## src/rtl/rtc_regs_pkg.sv

```systemverilog
package rtc_regs_pkg;

    localparam int DATA_W   = 8;
    localparam int VAL_W    = DATA_W - 1;
    localparam int EN_BIT   = DATA_W - 1;

    // alarm control register bit positions
    localparam int AIE_BIT  = 3;
    localparam int AF_BIT   = 0;

    // control register 2 bit positions
    localparam int PF_BIT   = 7;
    localparam int PS_LSB   = 4;
    localparam int PS_W     = 3;
    localparam int CE_BIT   = 3;
    localparam int ADJ_BIT  = 2;
    localparam int DR_BIT   = 1;
    localparam int ST_BIT   = 0;

    localparam logic [DATA_W-1:0] CTL2_POR = 8'h09;

    // field order matches the register bit order, MSB first
    typedef struct packed {
        logic            pflag;
        logic [PS_W-1:0] psel;
        logic            clk_en;
        logic            adj;
        logic            div_rst;
        logic            start;
    } ctl2_t;

endpackage

```

## src/rtl/rtc_alarm_cmp.sv

```systemverilog
module rtc_alarm_cmp
    import rtc_regs_pkg::*;
#(
    parameter int NUM_FIELDS = 7
) (
    input  logic [NUM_FIELDS-1:0][DATA_W-1:0] alm_regs,
    input  logic [NUM_FIELDS*VAL_W-1:0]       cur_time,
    output logic                              any_en,
    output logic                              match
);

    logic [NUM_FIELDS-1:0] en_v;
    logic [NUM_FIELDS-1:0] hit_v;

    for (genvar g = 0; g < NUM_FIELDS; g++) begin : g_field
        assign en_v[g]  = alm_regs[g][EN_BIT];
        // a disabled field always counts as a hit
        assign hit_v[g] = !en_v[g] ||
                          (alm_regs[g][VAL_W-1:0] == cur_time[g*VAL_W +: VAL_W]);
    end

    assign any_en = |en_v;
    assign match  = any_en && (&hit_v);

endmodule

```

## src/rtl/rtc_alarm_regs.sv

```systemverilog
module rtc_alarm_regs
    import rtc_regs_pkg::*;
#(
    parameter int NUM_FIELDS = 7
) (
    input  logic                              clk,
    input  logic                              por_n,
    input  logic [NUM_FIELDS-1:0]             fld_we,
    input  logic                              ctl_we,
    input  logic [DATA_W-1:0]                 wdata,
    input  logic                              match,
    output logic [NUM_FIELDS-1:0][DATA_W-1:0] alm_regs,
    output logic                              aie,
    output logic                              af
);

    typedef struct packed {
        logic [NUM_FIELDS-1:0][DATA_W-1:0] fld;
        logic                              aie;
        logic                              af;
        logic                              mprev;
    } alm_state_t;

    alm_state_t st_d, st_q;
    logic       set_ev;

    always_comb begin
        st_d   = st_q;
        set_ev = match && !st_q.mprev;
        for (int i = 0; i < NUM_FIELDS; i++) begin
            if (fld_we[i]) begin
                st_d.fld[i] = wdata;
            end
        end
        st_d.mprev = match;
        if (ctl_we) begin
            st_d.aie = wdata[AIE_BIT];
            if (!wdata[AF_BIT]) begin
                st_d.af = 1'b0;
            end
        end
        // hardware set has priority over a software clear
        if (set_ev) begin
            st_d.af = 1'b1;
        end
    end

    always_ff @(posedge clk or negedge por_n) begin
        if (!por_n) begin
            st_q <= '0;
        end else begin
            st_q <= st_d;
        end
    end

    assign alm_regs = st_q.fld;
    assign aie      = st_q.aie;
    assign af       = st_q.af;

endmodule

```

## src/rtl/rtc_ctl2_regs.sv

```systemverilog
module rtc_ctl2_regs
    import rtc_regs_pkg::*;
(
    input  logic              clk,
    input  logic              por_n,
    input  logic              man_rst,
    input  logic              standby,
    input  logic              tick,
    input  logic              we,
    input  logic [DATA_W-1:0] wdata,
    output ctl2_t             ctl_q
);

    ctl2_t ctl_d;
    logic  tick_set;

    always_comb begin
        ctl_d         = ctl_q;
        ctl_d.adj     = 1'b0;
        ctl_d.div_rst = 1'b0;
        tick_set      = tick && (ctl_q.psel != '0);
        if (standby) begin
            // every stored bit frozen, no strobes
            ctl_d.adj     = 1'b0;
        end else if (man_rst) begin
            ctl_d.pflag   = 1'b0;
            ctl_d.psel    = '0;
        end else begin
            if (we) begin
                ctl_d.psel    = wdata[PS_LSB +: PS_W];
                ctl_d.clk_en  = wdata[CE_BIT];
                ctl_d.start   = wdata[ST_BIT];
                ctl_d.adj     = wdata[ADJ_BIT];
                ctl_d.div_rst = wdata[DR_BIT];
                if (!wdata[PF_BIT]) begin
                    ctl_d.pflag = 1'b0;
                end
            end
            if (tick_set) begin
                ctl_d.pflag = 1'b1;
            end
        end
    end

    always_ff @(posedge clk or negedge por_n) begin
        if (!por_n) begin
            ctl_q <= ctl2_t'(CTL2_POR);
        end else begin
            ctl_q <= ctl_d;
        end
    end

endmodule

```

## src/rtl/rtc_alarm_ctl.sv

```systemverilog
module rtc_alarm_ctl
    import rtc_regs_pkg::*;
#(
    parameter int NUM_FIELDS = 7,
    parameter int ADDR_W     = 4
) (
    input  logic                        clk,
    input  logic                        por_n,
    input  logic                        man_rst,
    input  logic                        standby,
    input  logic                        tick,
    input  logic                        wr_en,
    input  logic [ADDR_W-1:0]           addr,
    input  logic [7:0]                  wdata,
    output logic [7:0]                  rdata,
    input  logic [NUM_FIELDS*7-1:0]     cur_time,
    output logic                        alarm_irq,
    output logic                        periodic_irq,
    output logic                        clk_en,
    output logic                        start,
    output logic [2:0]                  period_sel,
    output logic                        adj_pulse,
    output logic                        div_rst_pulse
);

    localparam logic [ADDR_W-1:0] ACTL_ADDR = ADDR_W'(NUM_FIELDS);
    localparam logic [ADDR_W-1:0] CTL2_ADDR = ADDR_W'(NUM_FIELDS + 1);

    logic [NUM_FIELDS-1:0][DATA_W-1:0] alm_regs;
    logic [NUM_FIELDS-1:0]             fld_we;
    logic                              actl_we;
    logic                              ctl2_we;
    logic                              alm_match;
    logic                              alm_any_en;
    logic                              alm_aie;
    logic                              alm_af;
    ctl2_t                             ctl2_q;

    for (genvar g = 0; g < NUM_FIELDS; g++) begin : g_we
        assign fld_we[g] = wr_en && (addr == ADDR_W'(g));
    end
    assign actl_we = wr_en && (addr == ACTL_ADDR);
    assign ctl2_we = wr_en && (addr == CTL2_ADDR);

    rtc_alarm_cmp #(
        .NUM_FIELDS (NUM_FIELDS)
    ) u_cmp (
        .alm_regs (alm_regs),
        .cur_time (cur_time),
        .any_en   (alm_any_en),
        .match    (alm_match)
    );

    rtc_alarm_regs #(
        .NUM_FIELDS (NUM_FIELDS)
    ) u_alm (
        .clk      (clk),
        .por_n    (por_n),
        .fld_we   (fld_we),
        .ctl_we   (actl_we),
        .wdata    (wdata),
        .match    (alm_match),
        .alm_regs (alm_regs),
        .aie      (alm_aie),
        .af       (alm_af)
    );

    rtc_ctl2_regs u_ctl2 (
        .clk     (clk),
        .por_n   (por_n),
        .man_rst (man_rst),
        .standby (standby),
        .tick    (tick),
        .we      (ctl2_we),
        .wdata   (wdata),
        .ctl_q   (ctl2_q)
    );

    always_comb begin
        rdata = '0;
        for (int i = 0; i < NUM_FIELDS; i++) begin
            if (addr == ADDR_W'(i)) begin
                rdata = alm_regs[i];
            end
        end
        if (addr == ACTL_ADDR) begin
            rdata[AIE_BIT] = alm_aie;
            rdata[AF_BIT]  = alm_af;
        end
        if (addr == CTL2_ADDR) begin
            rdata          = ctl2_q;
            rdata[ADJ_BIT] = 1'b0;
            rdata[DR_BIT]  = 1'b0;
        end
    end

    assign alarm_irq     = alm_af && alm_aie;
    assign periodic_irq  = ctl2_q.pflag;
    assign clk_en        = ctl2_q.clk_en;
    assign start         = ctl2_q.start;
    assign period_sel    = ctl2_q.psel;
    assign adj_pulse     = ctl2_q.adj;
    assign div_rst_pulse = ctl2_q.div_rst;

endmodule

```

## config.mk

```make
export PLATFORM = sky130hd
export DESIGN_NAME = rtc_alarm_ctl
export DESIGN_NICKNAME = d
export VERILOG_FILES = /design/src/rtl/rtc_regs_pkg.sv /design/src/rtl/rtc_alarm_cmp.sv /design/src/rtl/rtc_alarm_regs.sv /design/src/rtl/rtc_ctl2_regs.sv /design/src/rtl/rtc_alarm_ctl.sv
export SDC_FILE = /design/constraint.sdc
export NUM_CORES = 1
export LEC_CHECK = 0
export ABC_AREA = 1
export BUFFER_PORTS_ARGS = -buffer_cell sky130_fd_sc_hd__buf_4
export CORE_MARGIN = 10
export CORE_UTILIZATION = 25
export CTS_CLUSTER_DIAMETER = 60
export CTS_CLUSTER_SIZE = 16
export DETAILED_ROUTE_END_ITERATION = 16
export MAX_ROUTING_LAYER = met4
export SETUP_SLACK_MARGIN = 0.05
export SLEW_MARGIN = 0
export SYNTH_ARGS = -nofsm -noshare
export SYNTH_HDL_FRONTEND = slang
export SYNTH_SLANG_ARGS = --single-unit
```

## constraint.sdc

```tcl
create_clock -name clk -period 1.4 [get_ports clk]
set_input_delay 0.14 -clock clk [delete_from_list [all_inputs] [get_ports clk]]
set_output_delay 0.14 -clock clk [all_outputs]
set_load 0.01 [all_outputs]
```

==> impl_metrics.json <==
{
  "status": "finished with violations",
  "violations": "setup timing",
  "switchingPower_mw": 2.05,
  "grt_util_all_layers": 0.132,
  "cts_num_sinks": 67,
  "core_area_um2": 15200,
  "syn2layout_area_growth_pct": 38.6,
  "grt_pass1_vias": 3638,
  "cts_buffer_depth": 2,
  "r2r_cells": 10,
  "setup_tns_ps": -1750,
  "grt-busiest-layer": "met2",
  "syn_area_um2": 3860,
  "die_x_um": 144,
  "p_clk_frac": 0.323,
  "synth_top_area_frac": 0.421,
  "crit_chain": "inv_2, buf_4, o2111ai_2, nor2_2, nand4_1, buf_4",
  "insertion_delay_ps": 330,
  "drv_cap": 0,
  "seq_power_share": 0.406,
  "endpoint_kind": "output port",
  "gr-total-overflow": 0,
  "io_pins": 84,
  "hp-class": "in2reg",
  "yosysWarningCount": 0,
  "yosys.area.top_type": "dfrtp_1",
  "drtAntennaViolNets": 0,
  "cp_max_fo": 3,
  "worst_path_most_repeated_cell": "buf_4",
  "cpPeakStageDelay_ps": 410,
  "worst_ep_required_time_ps": 1260,
  "grt_max_degree": 32,
  "grt_use_met3": 0.0253,
  "die_y_um": 144,
  "nFillCells": 1632,
  "synth-edff-count": 0,
  "postSynthCellCount": 535,
  "cp.arrival_ps": 1490,
  "ys_types": 28,
  "async_reset_ff_frac": 1.00,
  "period_needed_ps": 1630,
  "worstMarginPinSlew_ps": 504,
  "holdPathStages": 3,
  "whs_endpoint": "u_alm.af",
  "place.gp.congestion": 0.903,
  "io_buffer_count": 83,
  "vias": 3717,
  "final_hold_viol_count": 0,
  "slew_headroom": 0.663,
  "syn_nets": 602,
  "cellLeakagePower_nw": 2.77,
  "setup_slack_ps": -228,
  "drt_iter0_markers": 182,
  "setup_viol": 10,
  "drtPass1Iterations": 5,
  "cts_tree": "yes",
  "cts_root_buf": "clkbuf_16",
  "cp_slowest_cell": "dfrtp_1",
  "drive_gt1_frac": 0.287,
  "cellPowerDensity_nw_per_um2": 1220,
  "p_total_mw": 6.54,
  "startpoint_type": "flop",
  "avgViaCountPerCell": 4.34,
  "cts_max_level": 3,
  "yosysSeqAreaShare": 0.434,
  "grtUsageMet1": 0.170,
  "intPower_mw": 4.49,
  "finalCritPeriodShare": 1.16,
  "hpwl_mm": 10.2,
  "drt-total-wl_mm": 13.2,
  "initial_core_util": 0.254,
  "rr_endpoint": "u_alm.af",
  "antenna_found_initial": 0,
  "antennaDiodeCount": 0,
  "max_freq_mhz": 614,
  "place_worst_setup_slack_ps": -86.8,
  "met2_usage": 0.206,
  "row_count": 45,
  "cts.clk_slew.worst_paths_ps": 50,
  "rsz0062_at_grt": "yes",
  "path_class": "reg2out",
  "fin_nets": 730,
  "r2r-start": "u_alm.alm_regs[20]",
  "cts_made_buffers": 9,
  "drcViolationCount": 0,
  "reg2reg_slack_ps": -80,
  "swShare": 0.313,
  "report.final.slew_viol_count": 0,
  "grt_pass1_wl_mm": 20.4,
  "synth_flop_cell": "dfrtp_1",
  "worstHoldStart": "wdata[0]",
  "finClkSkew_ps": 3.40,
  "vdd_drop_max_mv": 0.459,
  "dieArea_um2": 20800,
  "drt-wirelength-per-cell_um": 15.5,
  "synth_seq_cells": 67,
  "synth_area_per_cell_um2": 7.22,
  "p_comb_frac": 0.271,
  "synth.area.top_cells": "dfrtp_1 (42%), nand2_1 (19%), inv_1 (6.8%)"
}
## worst max-delay path by stage
stage,start,to,slack (ps),cells after the start
3_3_place_gp,addr[3],rdata[0],-100,9
4_1_cts,u_alm.alm_regs[0],rdata[0],-280,7
2_1_floorplan,u_alm.alm_regs[49],u_alm.st_q[0],290,7
3_5_place_dp,addr[3],rdata[0],-90,9
6_report,u_alm.alm_regs[6],rdata[6],-230,6
5_1_grt,u_alm.alm_regs[6],rdata[6],-310,6
## cell type report
class,instances,area [um2],area share
clock buffer,12,256,0.0479
clock inverter,4,25.0,0.00467
inverter,76,285,0.0533
multi-input combinational,384,1900,0.354
sequential,67,1680,0.313
tap,188,235,0.0439
timing repair buffer,125,980,0.183
## Yosys cell counts (2+ instances only)
master and n:
nand2_1 196, inv_1 70, dfrtp_1 65, nor2_1 42, o21ai_0 38, o21ai_1 27
xnor2_1 24, nand3_1 10, o22ai_1 8, nand4_1 7, inv_2 6, nand2_2 6
a21oi_1 5, buf_6 5, xor2_1 5, nand2_4 4, buf_2 2, dfstp_2 2
nor2_4 2, o2111ai_1 2, o21bai_1 2
## timing repair
action | in CTS | in global routing
hold endpoints to repair | 23 | 0
resized for setup | 21 | 18
endpoints found under the setup margin | 10 | 10
hold buffers | 1 | 0
setup buffers | 16 | 4
pin swaps | 21 | 28
## cells by family after synthesis
family / after synthesis / share of synthesized area
xor gates and xnor gates: 29 / 0.0657
DFF: 67 / 0.434
buffers and inverters: 84 / 0.0929
AOI/OAI and AO/OA: 84 / 0.116
and+or+nand+nor: 271 / 0.291
## power by group through the flow
stage	sequential [mW]	clock (mW)	combinational, mW
2_1_floorplan	2.59	0	0.896
3_3_place_gp	2.69	0	1.48
3_5_place_dp	2.69	0	1.50
4_1_cts	2.65	2.15	1.71
5_1_grt	2.71	2.22	2.00
6_report	2.66	2.11	1.77
## critical path, delay by kind of cell, from the launching register on
kind / cells / cell delay [ps]
simple gates: 2 / 270
buf+inv: 3 / 340
compound gates: 1 / 150
flops: 1 / 410
## placed cells by master, fill, tap and decap left out, types with 2 or more instances in the layout
cell type     n
nor2_4        2
o21bai_1      2
buf_4       116
o21ai_1      28
xnor2_1      22
clkbuf_8      2
dfstp_2       2
nand2_1     191
nand4_1       7
o22ai_1       6
nor2_1       36
nand3_1       9
nand2_4       4
clkinv_2      2
nand2_2      11
clkbuf_16     9
nor2_2        7
inv_1        57
inv_2        19
xnor2_2       2
a21oi_1       5
clkinvlp_4    2
o21ai_0      37
buf_6         7
o22ai_2       2
dfrtp_1      65
xor2_1        5
## stage by stage
| step | instance area (um2) | hold slack [ps] | cells | utilization |
|---|---|---|---|---|
| 2_1_floorplan | 3860 | -156 | 535 | - |
| 3_3_place_gp | 4830 | 79.2 | 820 | 0.318 |
| 3_5_place_dp | 4830 | 82.5 | 820 | 0.318 |
| 4_1_cts | 5270 | 59.7 | 853 | 0.347 |
| 5_1_grt | 5360 | 75.0 | 856 | 0.352 |
| 6_report | 5360 | 67.5 | 856 | 0.352 |
## sequential cells by signal, indices dropped and copies added, names as in the netlist
name            cells
u_alm.aie           1
u_alm.st_q          1
u_alm.af            1
u_ctl2.ctl_q        8
u_alm.alm_regs     56
## layer usage
layer	share of wire	up-vias
li1	-	1925
met1	0.47	1683
met2	0.48	96
met3	0.045	13
met4	0.014	0
met5	0	-
(Power assumes the default switching activity.)
